**config.mk**
```make
export PLATFORM = sky130hd
export DESIGN_NAME = frac_reduce
export DESIGN_NICKNAME = d
export VERILOG_FILES = /design/src/rtl/frac_pkg.sv /design/src/rtl/frac_cmp3.sv /design/src/rtl/frac_euclid_step.sv /design/src/rtl/frac_cast_step.sv /design/src/rtl/frac_reduce.sv
export SDC_FILE = /design/constraint.sdc
export NUM_CORES = 1
export LEC_CHECK = 0
export BUFFER_PORTS_ARGS = -buffer_cell sky130_fd_sc_hd__buf_2
export CORE_AREA = 5 5 137 139
export DETAILED_ROUTE_END_ITERATION = 10
export DIE_AREA = 0 0 142 144
export HOLD_SLACK_MARGIN = 0.02
export PLACE_DENSITY = 0.81
export SLEW_MARGIN = 10
export SYNTH_ARGS = -nofsm -noshare
export SYNTH_HDL_FRONTEND = slang
export SYNTH_SLANG_ARGS = --single-unit
```
**constraint.sdc**
```tcl
create_clock -name clk -period 2.6 [get_ports clk]
set_input_delay 0.13 -clock clk [delete_from_list [all_inputs] [get_ports clk]]
set_output_delay 0.13 -clock clk [all_outputs]
set_load 0.01 [all_outputs]
```
**src/rtl/frac_pkg.sv**
```systemverilog
package frac_pkg;

    typedef enum logic [2:0] {
        ST_IDLE,
        ST_GCD,
        ST_CNUM,
        ST_CDEN,
        ST_DONE
    } frac_state_e;

endpackage

```
**src/rtl/frac_cmp3.sv**
```systemverilog
module frac_cmp3 #(
    parameter int W = 16
) (
    input  logic [W-1:0] a,
    input  logic [W-1:0] b,
    output logic         lt,
    output logic         eq,
    output logic         gt
);
    always_comb begin
        lt = (a < b);
        eq = (a == b);
        gt = (a > b);
    end
endmodule

```
**src/rtl/frac_euclid_step.sv**
```systemverilog
module frac_euclid_step #(
    parameter int W = 16
) (
    input  logic [W-1:0] a,
    input  logic [W-1:0] b,
    input  logic         lt,
    input  logic         gt,
    output logic [W-1:0] a_nx,
    output logic [W-1:0] b_nx
);
    // Larger operand loses the smaller; equal operands are left alone.
    always_comb begin
        a_nx = a;
        b_nx = b;
        if (lt) begin
            b_nx = b - a;
        end else if (gt) begin
            a_nx = a - b;
        end
    end
endmodule

```
**src/rtl/frac_cast_step.sv**
```systemverilog
module frac_cast_step #(
    parameter int W = 16
) (
    input  logic [W-1:0] rem,
    input  logic [W-1:0] divisor,
    input  logic [W-1:0] cnt,
    output logic [W-1:0] rem_nx,
    output logic [W-1:0] cnt_nx,
    output logic         empty
);
    always_comb begin
        empty  = (rem == '0);
        rem_nx = rem - divisor;
        cnt_nx = cnt + {{(W-1){1'b0}}, 1'b1};
    end
endmodule

```
**src/rtl/frac_reduce.sv**
```systemverilog
module frac_reduce
    import frac_pkg::*;
#(
    parameter int W = 16
) (
    input  logic         clk,
    input  logic         rst_n,
    input  logic         start,
    input  logic [W-1:0] num_i,
    input  logic [W-1:0] den_i,
    output logic [W-1:0] num_o,
    output logic [W-1:0] den_o,
    output logic [W-1:0] gcd_o,
    output logic         done_o,
    output logic         err_o
);
    localparam logic [W-1:0] ZERO = '0;

    typedef struct packed {
        frac_state_e  st;
        logic [W-1:0] a;
        logic [W-1:0] b;
        logic [W-1:0] orig_n;
        logic [W-1:0] orig_d;
        logic [W-1:0] rem;
        logic [W-1:0] cnt;
        logic [W-1:0] g;
        logic [W-1:0] num;
        logic [W-1:0] den;
        logic         err;
    } regs_t;

    regs_t r_d, r_q;

    logic         c_lt, c_eq, c_gt;
    logic [W-1:0] a_nx, b_nx;
    logic [W-1:0] rem_nx, cnt_nx;
    logic         rem_empty;
    logic         busy;

    frac_cmp3 #(.W(W)) u_cmp (
        .a  (r_q.a),
        .b  (r_q.b),
        .lt (c_lt),
        .eq (c_eq),
        .gt (c_gt)
    );

    frac_euclid_step #(.W(W)) u_step (
        .a    (r_q.a),
        .b    (r_q.b),
        .lt   (c_lt),
        .gt   (c_gt),
        .a_nx (a_nx),
        .b_nx (b_nx)
    );

    frac_cast_step #(.W(W)) u_cast (
        .rem     (r_q.rem),
        .divisor (r_q.g),
        .cnt     (r_q.cnt),
        .rem_nx  (rem_nx),
        .cnt_nx  (cnt_nx),
        .empty   (rem_empty)
    );

    always_comb begin
        r_d = r_q;
        unique case (r_q.st)
            ST_IDLE: begin
                if (start) begin
                    r_d.orig_n = num_i;
                    r_d.orig_d = den_i;
                    if (num_i == ZERO || den_i == ZERO) begin
                        r_d.num = num_i;
                        r_d.den = den_i;
                        r_d.g   = ZERO;
                        r_d.err = 1'b1;
                        r_d.st  = ST_DONE;
                    end else begin
                        r_d.a   = num_i;
                        r_d.b   = den_i;
                        r_d.err = 1'b0;
                        r_d.st  = ST_GCD;
                    end
                end
            end
            ST_GCD: begin
                if (c_eq) begin
                    r_d.g   = r_q.a;
                    r_d.rem = r_q.orig_n;
                    r_d.cnt = ZERO;
                    r_d.st  = ST_CNUM;
                end else begin
                    r_d.a = a_nx;
                    r_d.b = b_nx;
                end
            end
            ST_CNUM: begin
                if (rem_empty) begin
                    r_d.num = r_q.cnt;
                    r_d.rem = r_q.orig_d;
                    r_d.cnt = ZERO;
                    r_d.st  = ST_CDEN;
                end else begin
                    r_d.rem = rem_nx;
                    r_d.cnt = cnt_nx;
                end
            end
            ST_CDEN: begin
                if (rem_empty) begin
                    r_d.den = r_q.cnt;
                    r_d.st  = ST_DONE;
                end else begin
                    r_d.rem = rem_nx;
                    r_d.cnt = cnt_nx;
                end
            end
            ST_DONE: begin
                r_d.st = ST_IDLE;
            end
            default: begin
                r_d.st = ST_IDLE;
            end
        endcase
    end

    always_ff @(posedge clk or negedge rst_n) begin
        if (!rst_n) begin
            r_q <= '{st: ST_IDLE, err: 1'b0, default: '0};
        end else begin
            r_q <= r_d;
        end
    end

    assign busy   = (r_q.st != ST_IDLE);
    assign done_o = (r_q.st == ST_DONE);
    assign err_o  = done_o & r_q.err;
    assign num_o  = r_q.num;
    assign den_o  = r_q.den;
    assign gcd_o  = r_q.g;

endmodule

```
# Word level (Yosys, flattened, before mapping)
# Cells that the tools add are included.
# op_classes
magnitude_cmp	2
n_bitwise	1
n_reduce_logical	17
mux	23
eq_ne	16
n_addsub	4
# ops
cell	n
2-to-1 mux 32 bit	4
2-to-1 mux 48 bit	2
case mux 16 bit (2 select lines)	3
case mux 32 bit (3 select lines)	1
2-to-1 mux 67 bit	1
2-to-1 mux 16 bit	4
case mux 32 bit (2 select lines)	1
2-to-1 mux 49 bit	1
logical NOT 16 bit	3
subtractor 16 bit	3
!= test 2 bit (second input constant)	11
adder 16 x 1 -> 16 bit (second input constant)	1
== test 16 bit	1
> comparator 16 bit	1
less-than comparator 16 bit	1
AND reduction 4 bit	4
2-to-1 mux 3 bit	4
case mux 3 bit (4 select lines)	1
== test 3 x 2 -> 1 bit (second input constant)	2
AND reduction 6 bit	1
nonzero test 2 bit	3
AND reduction 5 bit	1
== test 3 x 1 -> 1 bit (second input constant)	1
== test 3 bit (second input constant)	1
other kinds (7)	7
# word_totals
word_cells	74
output_inout_bits	50
input_bits	35
register_bits	148

# Longest topological paths before layout
# Gate-level depths: netlist of the first run.
# logic_depth
word_depth	5
mapped_depth	12
depth_no_buf	11

# Modules after synthesis
# From an unflattened synthesis of the first run, not the netlist that was laid out.
# unflattened
hier_cells	1256
hier_area_um2	10465.0
# modules_own_cells
module	n_inst	area_per_inst_um2	seq_area_each_um2	cells_each
frac_reduce	1	7020.5	3703.6	751
frac_euclid_step	1	1913.1	0.0	281
frac_cast_step	1	1118.6	0.0	166
frac_cmp3	1	412.9	0.0	58

# Worst setup path after synthesis of the first run
# No wires, ideal clock.
# synth_timing
path_type	register to register
start	register r_q[144] in the netlist's numbering
end	register r_q[68] in the netlist's numbering
period_less_slack_ps	2432
setup_ps	127
n_path_buf	2
stages_incl_launch_ff	11
arrival_time_ps	2305
required_ps	2473
setup_slack_ps	168
cell_sequence	dfrtp_1 > ha_1 > buf_4 > nand4_1 > nor3_2 > a31oi_1 > or4_4 > buf_6 > a221o_1 > o21ai_1 > o31ai_1
# synth_between
elab_chain_cells	3
# synth_rtl
item	line	source
start: declaration	frac_reduce.sv:33	regs_t r_d, r_q;
start signal: assignment	frac_reduce.sv:132	r_q <= r_d;
== test 16 bit	frac_cmp3.sv:12	eq = (a == b);
!= test 2 bit (no source line)	n/a	
AND reduction 3 bit (no source line)	n/a	
# No other way between the ends.
# A chain may end at the register's enable or synchronous reset.

# Worst setup path in the final report of the first run
# layout_timing
start	register r_q[143] in the netlist's numbering
end	register r_q[68] in the netlist's numbering
# The elaborated chain is that of the path after synthesis.

==> flow_summary.rst, run 1 <==
.. list-table::
   :header-rows: 1

   * - Metric
     - Value
   * - Placeable core area
     - 17530 um^2
   * - Clock Sinks
     - 148
   * - Floorplan die height
     - 144 um
   * - Class of the most critical setup path
     - reg2reg
   * - Post-synth ARST share
     - 100.0%
   * - CP Capture Type
     - flip-flop
   * - Global-route wire length before repair
     - 43850 um
   * - Final estimated routing congestion in global placement
     - 0.9967
   * - Routed wirelength normalized by instance count
     - 20.94 um
   * - GRT met2 Usage
     - 43.48%
   * - Flops & latches, synth
     - 148
   * - Fin crit share
     - 103.6%
   * - Die Area
     - 20450 um^2
   * - Met3 track demand over resource in global routing
     - 5.622%
   * - Count of yosys warnings during synthesis
     - 0
   * - DRC violations left
     - 0
   * - Drt via density
     - 6.200
   * - Worst-case hold slack
     - 0.04919 ns
   * - Most used flip-flop cell after synthesis
     - sky130_fd_sc_hd__dfrtp_1
   * - First-pass DRT Iterations
     - 6
   * - Final Util
     - 63.59%
   * - Fraction of the yosys area taken by sequential cells
     - 39.54%
   * - Peak supply drop
     - 0.7120 mV
   * - Minimum period implied by the final worst setup slack
     - 2.693 ns
   * - Final worst-path setup slack
     - -0.09299 ns
   * - Antenna violations before repair
     - 1
   * - Slew at the pin closest to its max-slew limit
     - 0.9856 ns
   * - Hold Fails Final Rpt
     - 0
   * - Mean area per synthesized cell
     - 8.689 um^2
   * - Number of cells on the worst hold path
     - 2
   * - Largest cells by area after synthesis
     - sky130_fd_sc_hd__dfrtp_1, sky130_fd_sc_hd__ha_1, sky130_fd_sc_hd__a21oi_1
   * - Worst EP required
     - 2.91 ns
   * - Num rows
     - 49
   * - Run status
     - finished with violations
   * - Via count of the first global-routing pass
     - 8026
   * - Post-route antenna net violation count
     - 0
   * - Total power density per cell area
     - 1447 nW/um^2
   * - Failing checks
     - setup timing
   * - Cell count after synthesis
     - 1078
   * - # setup viols final
     - 13
   * - Library cell used as clock root buffer
     - sky130_fd_sc_hd__clkbuf_16
   * - Cell taking the most area after synthesis
     - sky130_fd_sc_hd__dfrtp_1
   * - Area share of the leading cell type in the synthesized netlist
     - 39.54%
   * - Launching instance or port of the critical path
     - r_q[143]
   * - Maximum root-to-sink buffer count
     - 2
   * - CTS Buf Count
     - 17
   * - Met1 Usage GRT
     - 37.04%
   * - Synthesized Nets
     - 1163
   * - RSZ-0062 raised after global routing
     - yes
   * - Total number of vias
     - 8786
   * - Routed Wire Length
     - 29670 um
   * - Launching element type of the critical path
     - flip-flop
   * - EDFF count, synth
     - 0
   * - Top Ports
     - 85
   * - Critical path data arrival time
     - 3.01 ns
   * - Final slew viol count
     - 0
   * - Clock edge transition at the registers on the reported setup and hold paths
     - 0.06 ns
   * - Mapped cell area
     - 9366 um^2
   * - Number of input and output port buffers inserted
     - 84
   * - Total Power Consumption
     - 0.01613 W
   * - Hold WC Path Type
     - in2reg
   * - Maximum clock frequency
     - 371.3 MHz
   * - Initial core utilization
     - 53.42%
   * - GR Overflow Total
     - 0
   * - Pin count of the biggest net entering global routing
     - 63
   * - Worst slew margin relative to its limit
     - 34.05%
   * - Width of the chip
     - 142 um
   * - Top fanout value on the critical path
     - 6
   * - Fraction of final layout cells sized beyond drive strength 1
     - 24.66%
   * - Global router's overall resource usage
     - 27.69%
   * - Signed area change from the synthesized netlist to the final layout
     - 19.04%
   * - Max cap viols
     - 0
   * - Post-detail-place hpwl
     - 21100 um
   * - Drt initial violations
     - 970
   * - CTS tree
     - yes
   * - Level count of the clock H-tree
     - 4
   * - Clock skew after layout
     - 0.01316 ns
   * - Worst reg2reg path depth
     - 9
   * - Number of antenna cells inserted
     - 0
   * - Startpoint of the tightest hold check path
     - den_i[0]
   * - Number of distinct library cells after synthesis
     - 64
   * - Final Net Count
     - 1260
   * - Latest clock arrival within the worst-skew pair
     - 0.44 ns
   * - Critical R2R Launch
     - r_q[143]
   * - Layer carrying the most global-route usage
     - met2
   * - Static power due to leakage
     - 5.170 nW
[synthesized netlist by cell type, types with 8 or more instances]
library cell / instances
sky130_fd_sc_hd__a31oi_1: 12
sky130_fd_sc_hd__nand2_1: 96
sky130_fd_sc_hd__dfrtp_1: 148
sky130_fd_sc_hd__mux2_2: 32
sky130_fd_sc_hd__a22o_1: 17
sky130_fd_sc_hd__buf_2: 19
sky130_fd_sc_hd__nor2b_1: 9
sky130_fd_sc_hd__nor4_1: 12
sky130_fd_sc_hd__o21ai_0: 85
sky130_fd_sc_hd__nand3_1: 29
sky130_fd_sc_hd__xor2_1: 19
sky130_fd_sc_hd__ha_1: 47
sky130_fd_sc_hd__a22oi_1: 11
sky130_fd_sc_hd__o21a_1: 13
sky130_fd_sc_hd__inv_1: 57
sky130_fd_sc_hd__clkbuf_1: 38
sky130_fd_sc_hd__buf_4: 49
sky130_fd_sc_hd__nor3_1: 14
sky130_fd_sc_hd__and3_1: 21
sky130_fd_sc_hd__a21o_1: 14
sky130_fd_sc_hd__xnor2_1: 22
sky130_fd_sc_hd__nor2_1: 101
sky130_fd_sc_hd__nand2b_1: 8
sky130_fd_sc_hd__a21oi_1: 111
[timing repair]
item / in CTS / in global routing
pin swaps: 5 / 23
buffers inserted: 0 / 21
hold endpoints to repair: 67 / 0
gates cloned: 0 / 0
hold buffers: 10 / 0
gates resized for setup: 2 / 55
endpoints found under the setup margin: 4 / 74
[state kept, by name (all words and copies together), names as in the netlist]
name   count
gcd_o     16
r_q      100
num_o     16
den_o     16
[placed cells by master (no fill, tap or decap), types with 5 or more instances in the layout]
cell type	instances
sky130_fd_sc_hd__mux2_2	32
sky130_fd_sc_hd__dfrtp_1	144
sky130_fd_sc_hd__o21ai_0	82
sky130_fd_sc_hd__nor2_1	97
sky130_fd_sc_hd__a222oi_1	7
sky130_fd_sc_hd__a21o_1	14
sky130_fd_sc_hd__nand2_1	95
sky130_fd_sc_hd__buf_4	86
sky130_fd_sc_hd__xnor2_1	22
sky130_fd_sc_hd__ha_1	38
sky130_fd_sc_hd__a31oi_1	11
sky130_fd_sc_hd__buf_12	5
sky130_fd_sc_hd__nor3_1	12
sky130_fd_sc_hd__a22o_1	17
sky130_fd_sc_hd__clkbuf_16	17
sky130_fd_sc_hd__nand2b_1	8
sky130_fd_sc_hd__and2_1	6
sky130_fd_sc_hd__xor2_1	19
sky130_fd_sc_hd__nand3_1	29
sky130_fd_sc_hd__o21a_1	13
sky130_fd_sc_hd__ha_4	6
sky130_fd_sc_hd__nand4_1	7
sky130_fd_sc_hd__o22ai_1	6
sky130_fd_sc_hd__a22oi_1	11
sky130_fd_sc_hd__a21oi_2	6
sky130_fd_sc_hd__nor4_1	12
sky130_fd_sc_hd__and3_1	21
sky130_fd_sc_hd__o21ai_1	7
sky130_fd_sc_hd__nor2b_1	8
sky130_fd_sc_hd__dlygate4sd3_1	10
sky130_fd_sc_hd__inv_1	53
sky130_fd_sc_hd__a21oi_1	105
sky130_fd_sc_hd__buf_2	83
[logic make-up after synthesis]
logic type / share of synthesized area (%)
AO/OA/AOI/OAI: 20.77
XOR/XNOR: 3.834
adder cells (fa/ha/maj): 6.920
buffers and inverters: 9.097
flip-flops: 39.54
multiplexers: 4.168
AND/OR/NAND/NOR: 15.67
[metal layers]
metal  share of wire, %  up-vias
li1                   -     3939
met1                 39     4193
met2                 46      524
met3                9.7      128
met4                5.2        2
met5              0.044        -
[area by class of cell]
cell class / instances / area, um^2
clock buffers: 21 / 440.4
clock inverters: 11 / 128.9
fillers: 1378 / 6385
inverters: 58 / 220.2
multi-input cells: 763 / 5074
flip-flops and latches: 148 / 3709
well taps: 229 / 286.5
repair buffers: 187 / 1291
[path summary, 6_finish.rpt]
path / end / slack (ns)
worst min register to register: den_o[13] / 0.47
worst max-delay path: r_q[68] / -0.09
worst max register to register: r_q[68] / -0.09
min in group asynchronous: r_q[118] / 0.26
worst min-delay path: r_q[81] / 0.05
max in group asynchronous: den_o[11] / 1.65
[where the power goes]
| group | total, W | internal, W | switching [W] |
|---|---|---|---|
| sequential | 0.00394 | 0.00316 | 0.000776 |
| clock | 0.00243 | 0.00142 | 0.00102 |
| combinational | 0.00976 | 0.00450 | 0.00526 |
[critical path, cell delays in order (launching register included)]
cell                       delay (ns)
sky130_fd_sc_hd__dfrtp_1         0.45
sky130_fd_sc_hd__ha_4            0.31
sky130_fd_sc_hd__nand4_1         0.17
sky130_fd_sc_hd__nor3_4          0.28
sky130_fd_sc_hd__a31oi_4         0.12
sky130_fd_sc_hd__or4_4           0.57
sky130_fd_sc_hd__clkbuf_4        0.21
sky130_fd_sc_hd__a221o_1         0.29
sky130_fd_sc_hd__o21ai_1         0.09
sky130_fd_sc_hd__o31ai_1         0.09
[per-stage QoR]
stage	std cells	cell area, um^2	worst slack [ns]	setup TNS (ns)
final	1417	11150	-0.09299	-0.3627
after CTS	1397	10740	-0.02490	-0.02490
after floorplan	1078	9366	0.1681	0
after detailed placement	1355	10060	-0.02479	-0.05451
after global routing	1417	11150	-0.1805	-3.714
after global placement	1355	10060	0.1010	0
Note: power is estimated with default switching activity, not from simulation.
==> run 2, diff against run 1 <==
Settings changed: SKIP_LAST_GASP set to 1.
==> run 2 against run 1 <==
Effect of this change:
- the run still ends with setup timing left
- die area unchanged
- clock-buffer cell count stayed put
- fmax about the same
- critical path depth grew 1
- non-clock buffer count did not move
- sequential power about the same
- largest power group unchanged
- highest routed layer unchanged
==> flow_summary.rst, run 2 (synthesis gave the netlist of run 1 again) <==
.. list-table::
   :header-rows: 1

   * - Metric
     - Value
   * - Die Area
     - 20450 um^2
   * - Number of filler cells placed in the layout
     - 1384
   * - Critical path data arrival time
     - 3.01 ns
   * - Clock skew after layout
     - 0.01388 ns
   * - Global-route wire length before repair
     - 43850 um
   * - Clock edge transition at the registers on the reported setup and hold paths
     - 0.06 ns
   * - Hold WC Path Type
     - in2reg
   * - Latest clock arrival within the worst-skew pair
     - 0.44 ns
   * - DRC violations left
     - 0
   * - CTS tree
     - yes
   * - First-pass DRT Iterations
     - 8
   * - Post-route antenna net violation count
     - 0
   * - Class of the most critical setup path
     - reg2reg
   * - Drt via density
     - 6.204
   * - Slowest cell delay on critical path
     - 0.57 ns
   * - Maximum root-to-sink buffer count
     - 2
   * - Power share of the sequential group
     - 24.4%
   * - Floorplan die height
     - 144 um
   * - Top Ports
     - 85
   * - Run status
     - finished with violations
   * - Final Net Count
     - 1260
   * - Launching element type of the critical path
     - flip-flop
   * - Setup TNS
     - -0.5685 ns
   * - Number of cells on the worst hold path
     - 2
   * - Antenna violations before repair
     - 1
   * - Top fanout value on the critical path
     - 6
   * - Max cap viols
     - 0
   * - CP Capture Type
     - flip-flop
   * - Number of input and output port buffers inserted
     - 84
   * - Worst slew margin relative to its limit
     - 34.48%
   * - Signed area change from the synthesized netlist to the final layout
     - 18.92%
   * - Via count of the first global-routing pass
     - 8026
   * - Worst reg2reg path depth
     - 10
   * - RSZ-0062 raised after global routing
     - yes
   * - Fraction of final layout cells sized beyond drive strength 1
     - 24.66%
   * - Cell breakdown of the critical path
     - inv_2 > ha_4 > nand4_1 > nor3_4 > a31oi_4 > or4_4 > clkbuf_4 > a221o_1 > o21ai_1 > o31ai_1
   * - CTS Buf Count
     - 17
   * - # setup viols final
     - 26
   * - Cell Count, Final, Fillers Out
     - 1417
   * - Global router's overall resource usage
     - 27.69%
   * - Library cell used as clock root buffer
     - sky130_fd_sc_hd__clkbuf_16
   * - Pin count of the biggest net entering global routing
     - 63
   * - Worst EP required
     - 2.92 ns
   * - Post-detail-place hpwl
     - 21100 um
   * - Level count of the clock H-tree
     - 4
   * - GR Overflow Total
     - 0
   * - Final slew viol count
     - 0
   * - Largest Register
     - r_q
   * - Critical-path cell with the highest stage delay
     - sky130_fd_sc_hd__or4_4
   * - Slew at the pin closest to its max-slew limit
     - 0.9791 ns
   * - Clock Sinks
     - 148
   * - Cell internal pwr
     - 0.009071 W
   * - Placeable core area
     - 17530 um^2
   * - Highest-count cells in the layout ignoring fill and taps
     - sky130_fd_sc_hd__dfrtp_1, sky130_fd_sc_hd__a21oi_1, sky130_fd_sc_hd__nor2_1
   * - Fin crit share
     - 103.5%
   * - Final worst-path setup slack
     - -0.09205 ns
   * - Total number of vias
     - 8791
   * - Initial core utilization
     - 53.42%
   * - Peak supply drop
     - 0.7076 mV
   * - Number of flip-flops in the largest register
     - 100
   * - Routed wirelength normalized by instance count
     - 20.94 um
   * - Routed Wire Length
     - 29670 um
   * - Comb pwr share
     - 60.4%
   * - Switching power share of the total
     - 43.77%
   * - Static power due to leakage
     - 5.168 nW
   * - Most common cell after layout, fill and taps aside
     - sky130_fd_sc_hd__dfrtp_1
   * - Total net switching power
     - 0.007060 W
   * - Final estimated routing congestion in global placement
     - 0.9967
   * - Failing checks
     - setup timing
   * - Hold Fails Final Rpt
     - 0
   * - Num rows
     - 49
   * - Drt initial violations
     - 1017
   * - Portion of total power attributed to the clock network
     - 15.1%
   * - Post-Place Cells
     - 1355
   * - Number of antenna cells inserted
     - 0
   * - Minimum period implied by the final worst setup slack
     - 2.692 ns
   * - Maximum clock frequency
     - 371.5 MHz
   * - Total power density per cell area
     - 1448 nW/um^2
   * - Width of the chip
     - 142 um
run 2: path summary, 6_finish.rpt:
kind | startpoint | end | slack (ns)
max | r_q[127] | r_q[68] | -0.09
min | den_i[0] | r_q[81] | 0.05
max reg2reg | r_q[127] | r_q[68] | -0.09
min reg2reg | den_o[13] | den_o[13] | 0.47
max in group asynchronous | rst_n | den_o[5] | 1.66
min in group asynchronous | rst_n | r_q[119] | 0.26
run 2: through the flow:
step / utilization [%] / hold slack, ns / total power (W) / setup slack [ns] / cell area [um^2]
after global routing: 63.52 / 0.04775 / 0.01712 / -0.1801 / 11140
final: 63.52 / 0.04706 / 0.01613 / -0.09205 / 11140
after detailed placement: 57.39 / 0.1632 / 0.01246 / -0.02479 / 10060
after floorplan: - / -0.1656 / 0.009924 / 0.1681 / 9366
after CTS: 61.24 / 0.02084 / 0.01501 / -0.02490 / 10740
after global placement: 57.39 / 0.1621 / 0.01219 / 0.1010 / 10060
run 2: area by class of cell:
| type | count | area, um^2 | area share [%] |
|---|---|---|---|
| multi-input combinational | 763 | 5066 | 45.48 |
| sequential | 148 | 3709 | 33.30 |
| timing repair buffer | 187 | 1287 | 11.56 |
| clock buffer | 21 | 440.4 | 3.954 |
| tap | 229 | 286.5 | 2.572 |
| inverter | 58 | 220.2 | 1.977 |
| clock inverter | 11 | 128.9 | 1.157 |
run 2: worst max-delay path: cells and delay by family (launching register included):
kind / cells / cell delay [ns]
simple gates: 3 / 1.03
compound gates: 4 / 0.57
flops: 1 / 0.40
buf+inv: 2 / 0.29
fa+ha+maj: 1 / 0.28
run 2: metal layers:
metal | GRT usage, % | vias up | share of wire (%)
met5 | 0 | - | 0.044
met2 | 43.48 | 518 | 46
li1 | - | 3938 | -
met3 | 5.622 | 124 | 10
met1 | 37.04 | 4209 | 39
met4 | 13.03 | 2 | 4.9
run 2: power by group through the flow:
stage | Clock (W) | Combinational (W) | Sequential, W
after global routing | 0.00254 | 0.0106 | 0.00400
after detailed placement | 0 | 0.00858 | 0.00388
after global placement | 0 | 0.00836 | 0.00383
final | 0.00244 | 0.00975 | 0.00394
after CTS | 0.00244 | 0.00872 | 0.00385
after floorplan | 0 | 0.00627 | 0.00365
run 2: what timing repair did:
item,4_1_cts,5_1_grt
gates resized for setup,2,53
setup endpoints to repair,4,74
hold endpoints to repair,67,0
setup buffers,0,21
pin swaps,5,20
hold buffers,10,0
